$ cat config.mk
export PLATFORM = sky130hd
export DESIGN_NAME = phy_sleep_ctrl
export DESIGN_NICKNAME = d
export VERILOG_FILES = /design/src/rtl/phy_sleep_pkg.sv /design/src/rtl/phy_port_eval.sv /design/src/rtl/phy_wake_timer.sv /design/src/rtl/phy_sleep_fsm.sv /design/src/rtl/phy_sleep_ctrl.sv
export SDC_FILE = /design/constraint.sdc
export NUM_CORES = 1
export LEC_CHECK = 0
export ABC_AREA = 0
export BUFFER_PORTS_ARGS = -buffer_cell sky130_fd_sc_hd__buf_4
export CORE_MARGIN = 2
export CORE_UTILIZATION = 35
export CTS_CLUSTER_SIZE = 24
export DETAILED_ROUTE_END_ITERATION = 8
export GPL_ROUTABILITY_DRIVEN = 0
export GPL_TIMING_DRIVEN = 0
export PLACE_DENSITY = 0.64
export SYNTH_ARGS = -nofsm -noshare
export SYNTH_HDL_FRONTEND = slang
export SYNTH_SLANG_ARGS = --single-unit
$ cat constraint.sdc
create_clock -name clk -period 1.8 [get_ports clk]
set_input_delay 0 -clock clk [delete_from_list [all_inputs] [get_ports clk]]
set_output_delay 0 -clock clk [all_outputs]
set_load 0.05 [all_outputs]
$ cat src/rtl/phy_sleep_pkg.sv
package phy_sleep_pkg;

  typedef enum logic [1:0] {
    ST_ACTIVE = 2'd0,
    ST_LOW    = 2'd1,
    ST_ULTRA  = 2'd2,
    ST_WAKE   = 2'd3
  } pwr_st_e;

  localparam logic [1:0] PS_INUSE = 2'b00;
  localparam logic [1:0] PS_DISC  = 2'b01;
  localparam logic [1:0] PS_DIS   = 2'b10;
  localparam logic [1:0] PS_SUSP  = 2'b11;

  localparam logic [1:0] DEV_D2 = 2'b10;
  localparam logic [1:0] DEV_D3 = 2'b11;

endpackage

$ cat src/rtl/phy_port_eval.sv
module phy_port_eval
  import phy_sleep_pkg::*;
#(
  parameter int NUM_PORTS = 3
) (
  input  logic [2*NUM_PORTS-1:0] port_state,
  input  logic [NUM_PORTS-1:0]   bias_evt,
  input  logic [NUM_PORTS-1:0]   disc_evt,
  input  logic [NUM_PORTS-1:0]   conn_evt,
  output logic [NUM_PORTS-1:0]   idle_v,
  output logic [NUM_PORTS-1:0]   susp_v,
  output logic [NUM_PORTS-1:0]   need_det_v,
  output logic [NUM_PORTS-1:0]   wake_evt_v
);

  for (genvar i = 0; i < NUM_PORTS; i++) begin : g_port
    logic [1:0] ps;
    assign ps            = port_state[2*i +: 2];
    assign idle_v[i]     = (ps != PS_INUSE);
    assign susp_v[i]     = (ps == PS_SUSP);
    assign need_det_v[i] = (ps != PS_DIS);
    assign wake_evt_v[i] = ((ps == PS_SUSP) && (bias_evt[i] || disc_evt[i]))
                         || ((ps != PS_DIS) && conn_evt[i]);
  end

endmodule

$ cat src/rtl/phy_wake_timer.sv
module phy_wake_timer #(
  parameter int WAKE_CYCLES = 66
) (
  input  logic clk,
  input  logic rst_n,
  input  logic run,
  output logic done
);

  localparam int CW = (WAKE_CYCLES > 2) ? $clog2(WAKE_CYCLES) : 1;
  localparam logic [CW-1:0] LAST = CW'(WAKE_CYCLES - 1);

  logic [CW-1:0] cnt_q;
  logic [CW-1:0] cnt_d;
  logic          cnt_en;

  assign cnt_en = run || (cnt_q != '0);
  assign done   = run && (cnt_q == LAST);

  always_comb begin
    cnt_d = cnt_q;
    if (!run || done) cnt_d = '0;
    else              cnt_d = cnt_q + 1'b1;
  end

  always_ff @(posedge clk or negedge rst_n) begin
    if (!rst_n)      cnt_q <= '0;
    else if (cnt_en) cnt_q <= cnt_d;
  end


  cnt_idle_chk: assert property (@(posedge clk) disable iff (!rst_n)
    !run |=> (cnt_q == '0));

endmodule

$ cat src/rtl/phy_sleep_fsm.sv
module phy_sleep_fsm
  import phy_sleep_pkg::*;
#(
  parameter int NUM_PORTS = 3
) (
  input  logic                 clk,
  input  logic                 rst_n,
  input  logic [1:0]           dev_pstate,
  input  logic                 all_idle,
  input  logic                 any_susp,
  input  logic                 port_int_en,
  input  logic                 lps_req,
  input  logic [NUM_PORTS-1:0] wake_evt_v,
  input  logic                 timer_done,
  output pwr_st_e              st_q,
  output logic                 wake_notify,
  output logic [NUM_PORTS-1:0] wake_port
);

  pwr_st_e              st_d;
  logic                 ntf_d;
  logic [NUM_PORTS-1:0] port_d;
  logic                 deep_pstate;
  logic                 may_sleep;

  assign deep_pstate = (dev_pstate == DEV_D2) || (dev_pstate == DEV_D3);
  assign may_sleep   = deep_pstate && all_idle && !lps_req;

  always_comb begin
    st_d   = st_q;
    ntf_d  = 1'b0;
    port_d = '0;
    unique case (st_q)
      ST_ACTIVE: if (may_sleep) st_d = (!any_susp && !port_int_en) ? ST_ULTRA : ST_LOW;
      ST_LOW: begin
        if (lps_req || (|wake_evt_v)) st_d = ST_WAKE;
        ntf_d  = |wake_evt_v;
        port_d = wake_evt_v;
      end
      ST_ULTRA:  if (lps_req) st_d = ST_WAKE;
      ST_WAKE:   if (timer_done) st_d = ST_ACTIVE;
      default:   st_d = ST_ACTIVE;
    endcase
  end

  always_ff @(posedge clk or negedge rst_n) begin
    if (!rst_n) begin
      st_q        <= ST_ACTIVE;
      wake_notify <= 1'b0;
      wake_port   <= '0;
    end else begin
      st_q        <= st_d;
      wake_notify <= ntf_d;
      wake_port   <= port_d;
    end
  end


  pstate_gate_chk: assert property (@(posedge clk) disable iff (!rst_n)
    (st_q == ST_ACTIVE && !dev_pstate[1]) |=> (st_q == ST_ACTIVE));

  port_gate_chk: assert property (@(posedge clk) disable iff (!rst_n)
    (st_q == ST_ACTIVE && !all_idle) |=> (st_q == ST_ACTIVE));

  lps_wake_chk: assert property (@(posedge clk) disable iff (!rst_n)
    ((st_q == ST_LOW || st_q == ST_ULTRA) && lps_req) |=> (st_q == ST_WAKE));

  ultra_hold_chk: assert property (@(posedge clk) disable iff (!rst_n)
    (st_q == ST_ULTRA && !lps_req) |=> (st_q == ST_ULTRA));

  notify_src_chk: assert property (@(posedge clk) disable iff (!rst_n)
    wake_notify |-> ($past(st_q) == ST_LOW && st_q == ST_WAKE && wake_port != '0));

  port_quiet_chk: assert property (@(posedge clk) disable iff (!rst_n)
    !wake_notify |-> (wake_port == '0));

endmodule

$ cat src/rtl/phy_sleep_ctrl.sv
module phy_sleep_ctrl
  import phy_sleep_pkg::*;
#(
  parameter int NUM_PORTS   = 3,
  parameter int WAKE_CYCLES = 66
) (
  input  logic                   clk,
  input  logic                   rst_n,
  input  logic [1:0]             dev_pstate,
  input  logic [2*NUM_PORTS-1:0] port_state,
  input  logic                   port_int_en,
  input  logic                   lps_req,
  input  logic [NUM_PORTS-1:0]   bias_evt,
  input  logic [NUM_PORTS-1:0]   disc_evt,
  input  logic [NUM_PORTS-1:0]   conn_evt,
  output logic                   clkgen_en,
  output logic                   ref_core_en,
  output logic [NUM_PORTS-1:0]   ref_detect_en,
  output logic                   clk_ready,
  output logic                   wake_notify,
  output logic [NUM_PORTS-1:0]   wake_port
);

  localparam int CW = $clog2(WAKE_CYCLES + 1);

  logic [1:0]           rst_sync_q;
  logic                 rst_core_n;
  logic [NUM_PORTS-1:0] idle_v, susp_v, need_det_v, wake_evt_v;
  logic                 timer_done;
  pwr_st_e              st_q;

  always_ff @(posedge clk or negedge rst_n) begin
    if (!rst_n) rst_sync_q <= 2'b00;
    else        rst_sync_q <= {rst_sync_q[0], 1'b1};
  end
  assign rst_core_n = rst_sync_q[1];

  phy_port_eval #(.NUM_PORTS(NUM_PORTS)) u_eval (
    .port_state (port_state),
    .bias_evt   (bias_evt),
    .disc_evt   (disc_evt),
    .conn_evt   (conn_evt),
    .idle_v     (idle_v),
    .susp_v     (susp_v),
    .need_det_v (need_det_v),
    .wake_evt_v (wake_evt_v)
  );

  phy_wake_timer #(.WAKE_CYCLES(WAKE_CYCLES)) u_timer (
    .clk   (clk),
    .rst_n (rst_core_n),
    .run   (st_q == ST_WAKE),
    .done  (timer_done)
  );

  phy_sleep_fsm #(.NUM_PORTS(NUM_PORTS)) u_fsm (
    .clk         (clk),
    .rst_n       (rst_core_n),
    .dev_pstate  (dev_pstate),
    .all_idle    (&idle_v),
    .any_susp    (|susp_v),
    .port_int_en (port_int_en),
    .lps_req     (lps_req),
    .wake_evt_v  (wake_evt_v),
    .timer_done  (timer_done),
    .st_q        (st_q),
    .wake_notify (wake_notify),
    .wake_port   (wake_port)
  );

  always_comb begin
    clkgen_en     = 1'b1;
    ref_core_en   = 1'b1;
    ref_detect_en = '1;
    clk_ready     = 1'b0;
    unique case (st_q)
      ST_ACTIVE: clk_ready = 1'b1;
      ST_LOW: begin
        clkgen_en     = 1'b0;
        ref_core_en   = 1'b0;
        ref_detect_en = need_det_v;
      end
      ST_ULTRA: begin
        clkgen_en     = 1'b0;
        ref_core_en   = 1'b0;
        ref_detect_en = '0;
      end
      default: ;
    endcase
  end

  logic [CW-1:0] wait_cnt_q;
  always_ff @(posedge clk or negedge rst_core_n) begin
    if (!rst_core_n)                  wait_cnt_q <= '0;
    else if (clk_ready || !clkgen_en) wait_cnt_q <= '0;
    else                              wait_cnt_q <= wait_cnt_q + 1'b1;
  end


  restart_time_chk: assert property (@(posedge clk) disable iff (!rst_core_n)
    $rose(clk_ready) |-> (wait_cnt_q == CW'(WAKE_CYCLES)));

  gated_not_ready_chk: assert property (@(posedge clk) disable iff (!rst_core_n)
    !clkgen_en |-> (!clk_ready && !ref_core_en));

  wake_no_abort_chk: assert property (@(posedge clk) disable iff (!rst_core_n)
    (clkgen_en && !clk_ready) |=> clkgen_en);

endmodule

# Word-level counts from Yosys, hierarchy flattened
# Index checks and enable logic that the tools add are counted.
[classes]
addsub = 1
eq_ne = 16
mux = 12
reduce_logical = 34
[ops]
columns = ["operator", "n"]
rows = [
  ["$eq 2x2->1 const B", 7],
  ["$logic_and 1x1->1", 10],
  ["$logic_or 1x1->1", 10],
  ["$mux 2", 5],
  ["$ne 2x2->1 const B", 5],
  ["$pmux 2 s4", 1],
  ["$add 7x1->7 const B", 1],
  ["$eq 7x7->1 const B", 1],
  ["$mux 7", 1],
  ["$reduce_bool 7->1", 1],
  ["$pmux 3 s2", 1],
  ["$reduce_bool 2->1", 3],
  ["$reduce_or 3->1", 2],
  ["$logic_not 1->1", 4],
  ["$ne 2x1->1 const B", 2],
  ["$reduce_and 4->1", 1],
  ["$mux 1", 3],
  ["$mux 3", 1],
  ["$reduce_and 3->1", 1],
  ["$eq 2x1->1 const B", 1],
  ["$logic_not 2->1", 1],
  ["$reduce_or 2->1", 1],
]
[totals]
ff_bits = 15
inputBits = 21
out_inout_bits = 10
elab_cells = 68

# Longest topological paths before layout
[depth]
depth_word = 7
mapped_depth = 7
depth_no_buf = 7

# Cells and area by module
# A second synthesis with hierarchy kept.
[hier_totals]
hier_cells = 104
hier_area_um2 = 1029.7
[by_module_without_submodules]
columns = ["mod", "n_inst", "cells_each", "area_per_inst_um2", "seq_area_each_um2"]
rows = [
  ["phy_wake_timer", 1, 40, 426.7, 175.2],
  ["phy_sleep_fsm", 1, 29, 334.1, 150.1],
  ["phy_sleep_ctrl", 1, 20, 167.7, 50.0],
  ["phy_port_eval", 1, 15, 101.3, 0.0],
]

# Least setup slack after synthesis
# No wires, ideal clock.
[synth_path]
kind = "register to register"
startpoint = "register u_fsm.st_q[0]"
endpoint = "register u_fsm.st_q[1]"
setup_time_ns = 0.125
arrival_ns = 1.626
t_required_ns = 1.675
setup_slack_ns = 0.049
path_stages_with_launch = 7
synth_period_minus_slack_ns = 1.751
path_cell_list = "dfrtp_1 inv_1 ha_1 o41ai_4 nand3_2 a31oi_4 mux2_4"
[synth_between]
elab_chain_cells = 4
word_cells_on_any_way = 11
[synth_lines]
columns = ["element", "line_no", "source"]
rows = [
  ["from (decl)", "phy_sleep_fsm.sv:15", "output pwr_st_e st_q,"],
  ["from (signal assigned)", "phy_sleep_fsm.sv:52", "st_q <= st_d;"],
  ["$eq 2x2->1", "phy_sleep_fsm.sv:33, phy_sleep_ctrl.sv:52", ""],
  ["$logic_and 1x1->1", "phy_wake_timer.sv:18", "assign done = run && (cnt_q == LAST);"],
  ["$ne 2x2->1 (no line)", "-", ""],
  ["$reduce_and 4->1 (no line)", "-", ""],
]
# Several ways; a longest one is shown, not always the timed one.
# A chain may end at the register's enable or synchronous reset.

# Worst setup path in the final report
[layout_path]
startpoint = "register u_timer.cnt_q[1]"
endpoint = "register u_fsm.st_q[1]"
[layout_between]
elab_chain_cells = 4
[layout_lines]
columns = ["element", "line_no", "source"]
rows = [
  ["from (decl)", "phy_wake_timer.sv:13", "logic [CW-1:0] cnt_q;"],
  ["from (signal assigned)", "phy_wake_timer.sv:28", "else if (cnt_en) cnt_q <= cnt_d;"],
  ["$eq 7x7->1", "phy_wake_timer.sv:18", ""],
  ["$logic_and 1x1->1", "phy_wake_timer.sv:18", ""],
  ["$ne 2x2->1 (no line)", "-", ""],
  ["$reduce_and 4->1 (no line)", "-", ""],
]
# No other way between the ends.

==> flow_summary_export.csv <==
group,metric,value,unit
run_status,status,"finished, final reports clean",
critical_path,worstPathRequired,1970,ps
layout,fillers,240,
cts,root_buffer,"clkbuf_4",
sta,finalMaxSlewViolations,0,
cts,cts_tree,"yes",
layout,utilization,49.9,%
place,dp_hpwl,1.47,mm
critical_path,critPathLaunchType,"flip-flop",
cts,clkTransAtPathRegs,90,ps
synth,syn_nets,126,
critical_path,cp.arrival,1870,ps
critical_path,end_kind,"flip-flop",
power,peakVddDrop,1.51,mV
synth,synth_cells,97,
cts,cts_sinks,15,
die,start_util,37.6,%
place,io_buffers,29,
drt,drt-total-wl,1.84,mm
critical_path,timing.rr.start,"u_timer.cnt_q[1]$_DFFE_PN0P_",
drt,routed-via-count,794,
layout,synthToLayoutAreaGrowth,32.7,%
critical_path,path_cells,"inv_1 > ha_1 > nand2_1 > a22oi_1 > nand3_2 > a31oi_4 > mux2_4",
sta,layout_min_cycle_time,1700,ps
drt,wl_per_cell,11.3,microns
die,die_y,56.1,microns
critical_path,crit_path_top_delay_cell,"dfrtp_1",
global_routing,gr-total-overflow,0,
drt,drc,0,
synth,synth_area_per_cell,9.78,sq um
critical_path,slowest_delay,430,ps
drt,drt_iter0_drc,25,
sta,setup_viol,0,
critical_path,startpoint,"u_timer.cnt_q[1]$_DFFE_PN0P_",
sta,rsz0062_at_grt,"false",
global_routing,track_usage,13.0,%
sta,maxClockFrequency,0.589,GHz
sta,tightest_slew,505,ps
synth,synth_top_family_by_area,"simple AND/OR/NAND/NOR gates",
hold_path,min_path_type,"input port to async pin",
critical_path,cp_max_fo,4,
sta,fin_setup_tns,0,ps
cts,htree_num_levels,1,
synth,synth_area,948,sq um
global_routing,antenna_found_initial,0,
sta,fin_crit_sh,94.3,%
die,coreArea,2520,sq um
layout,final_nets,163,
global_routing,grt_max_degree,14,
sta,slew-limit-headroom,66.3,%
cts,worstSkewPairLatency,280,ps
synth,ys_ff_latch,15,
synth,synthSimpleGateAreaFrac,21.8,%
die,die_area,3140,sq um
layout,regArea,375,sq um
synth,synth-seq-area-share,39.6,%
synth,synth_adder_area_share,10.6,%
layout,num_antenna_cells,0,
sta,fin_skew,1.41,ps
synth,yosys_warnings,0,
die,fp-row-count,18,
sta,hold_viol_final,0,
critical_path,path_class,"flip-flop to flip-flop",
die,io_pins,31,
cts,cts_made_buffers,3,
cts,clk_path_buf_depth,2,
synth,synth_xor_area_share,2.77,%
layout,multi_input_area,531,sq um
die,fp.dieW,56.1,microns
drt,antenna_left,0,
global_routing,grt_pass1_vias,774,
drt,routed_via_density,4.87,
power,power.density,1690,nW/um^2
drt,drt_first_pass_iters,4,
synth,synthDistinctLibCells,26,
synth,synthMuxAreaShare,4.88,%
layout,drive_gt1_share,33.8,%
synth,synth_compound_area_share,15.3,%
global_routing,grt_pass1_wl,3.26,mm
job,max_cap_violations,0,
power,cellLeakagePower,0.631,nW
-- cells in the mapped netlist --
cell / instances / area [sq um]
nand3_2: 1 / 10.0
o22ai_1: 1 / 6.26
mux2_2: 1 / 11.3
buf_4: 1 / 7.51
ha_1: 8 / 100
a22oi_1: 2 / 15.0
a31oi_4: 1 / 21.3
nand3_1: 8 / 40.0
nor4_4: 1 / 21.3
o41ai_4: 1 / 27.5
xor2_1: 3 / 26.3
nor2b_1: 5 / 31.3
nor2_1: 7 / 26.3
o21ai_0: 7 / 35.0
nor3_2: 1 / 10.0
dfrtp_1: 15 / 375
inv_1: 10 / 37.5
a21oi_1: 8 / 40.0
mux2_4: 1 / 15.0
nand4b_1: 1 / 8.76
nand2_1: 5 / 18.8
mux2i_1: 2 / 20.0
or2b_1: 1 / 7.51
and3_2: 1 / 7.51
and2_1: 4 / 25.0
conb_1: 1 / 3.75
-- through the flow --
stage	cells	hold slack [ps]	cell area [sq um]	worst slack [ps]	power, mW
after global placement	156	-218	1200	108	1.89
after global routing	163	32.3	1260	7.01	2.28
after CTS	161	13.6	1240	77.4	2.10
after detailed placement	156	-217	1200	87.1	1.91
final	163	32.3	1260	103	2.12
after floorplan	97	-296	948	49.0	1.56
-- report_power, final --
part	internal, mW	switching (mW)
Sequential	0.427	0.0844
Combinational	0.553	0.873
Clock	0.0823	0.104
-- kinds of logic (layout without fill, tap and decap cells) --
| logic type | count (synthesis) | count (layout) |
|---|---|---|
| other | 1 | 1 |
| multiplexers | 4 | 4 |
| adder cells (fa/ha/maj) | 8 | 8 |
| XOR/XNOR | 3 | 3 |
| AND/OR/NAND/NOR | 35 | 35 |
| buffers and inverters | 11 | 47 |
| AO/OA/AOI/OAI | 20 | 20 |
| flip-flops | 15 | 15 |
-- final cells by class --
| cell class | count | share of cell area [%] |
|---|---|---|
| Inverter | 10 | 2.98 |
| Tap cell | 30 | 2.98 |
| Sequential cell | 15 | 29.8 |
| Multi-Input combinational cell | 71 | 42.1 |
| Buffer | 1 | 0.596 |
| Clock inverter | 1 | 0.398 |
| Clock buffer | 3 | 1.79 |
| Timing Repair Buffer | 32 | 19.3 |
-- cells in the final DEF, fill, tap and decap left out, types with 4 or more instances in the layout --
cell | netlist | layout
a21oi_1 | 8 | 8
and2_1 | 4 | 4
buf_4 | 1 | 32
dfrtp_1 | 15 | 15
ha_1 | 8 | 7
inv_1 | 10 | 10
nand2_1 | 5 | 5
nand3_1 | 8 | 8
nor2_1 | 7 | 7
nor2b_1 | 5 | 5
o21ai_0 | 7 | 7
-- sequential cells by signal, summed over array words and instances (netlist names) --
| register | cells |
|---|---|
| u_timer.cnt_q | 7 |
| u_fsm.wake_port | 3 |
| rst_sync_q | 2 |
| u_fsm.st_q | 2 |
| u_fsm.wake_notify | 1 |
-- path summary, 6_finish.rpt --
kind / slack [ps] / endpoint / cells after the start
min in group clk: 130 / u_fsm.wake_port[1]$_DFF_PN0_ / 4
max in group asynchronous: 1260 / u_timer.cnt_q[5]$_DFFE_PN0P_ / 0
worst min register to register: 210 / u_timer.cnt_q[6]$_DFFE_PN0P_ / 0
worst max register to register: 100 / u_fsm.st_q[1]$_DFFE_PN0P_ / 7
worst min-delay path: 30 / rst_sync_q[0]$_DFF_PN0_ / 2
worst max-delay path: 100 / u_fsm.st_q[1]$_DFFE_PN0P_ / 7
-- repair_timing --
action | CTS | global route
gates resized for setup | 0 | 1
buffers inserted | 0 | 2
endpoints found under the setup margin | 0 | 4
hold buffers | 1 | 0
hold endpoints to repair | 2 | 0
-- routing by layer --
layer  GRT usage [%]  routed length [microns]  vias to the layer above
li1                -                        -                      401
met1            16.6                      835                      366
met2            21.2                      896                       25
met3            2.09                       94                        2
met4            6.12                       12                        0
met5               0                        0                        -
-- critical path, delay by kind of cell (launching register included) --
family,cells,cell delay [ps]
flip-flops,1,430
AO/OA/AOI/OAI,2,360
multiplexers,1,310
adder cells (fa/ha/maj),1,200
AND/OR/NAND/NOR,2,190
buffers and inverters,1,110
No activity file was read; power rests on OpenSTA's default activity.
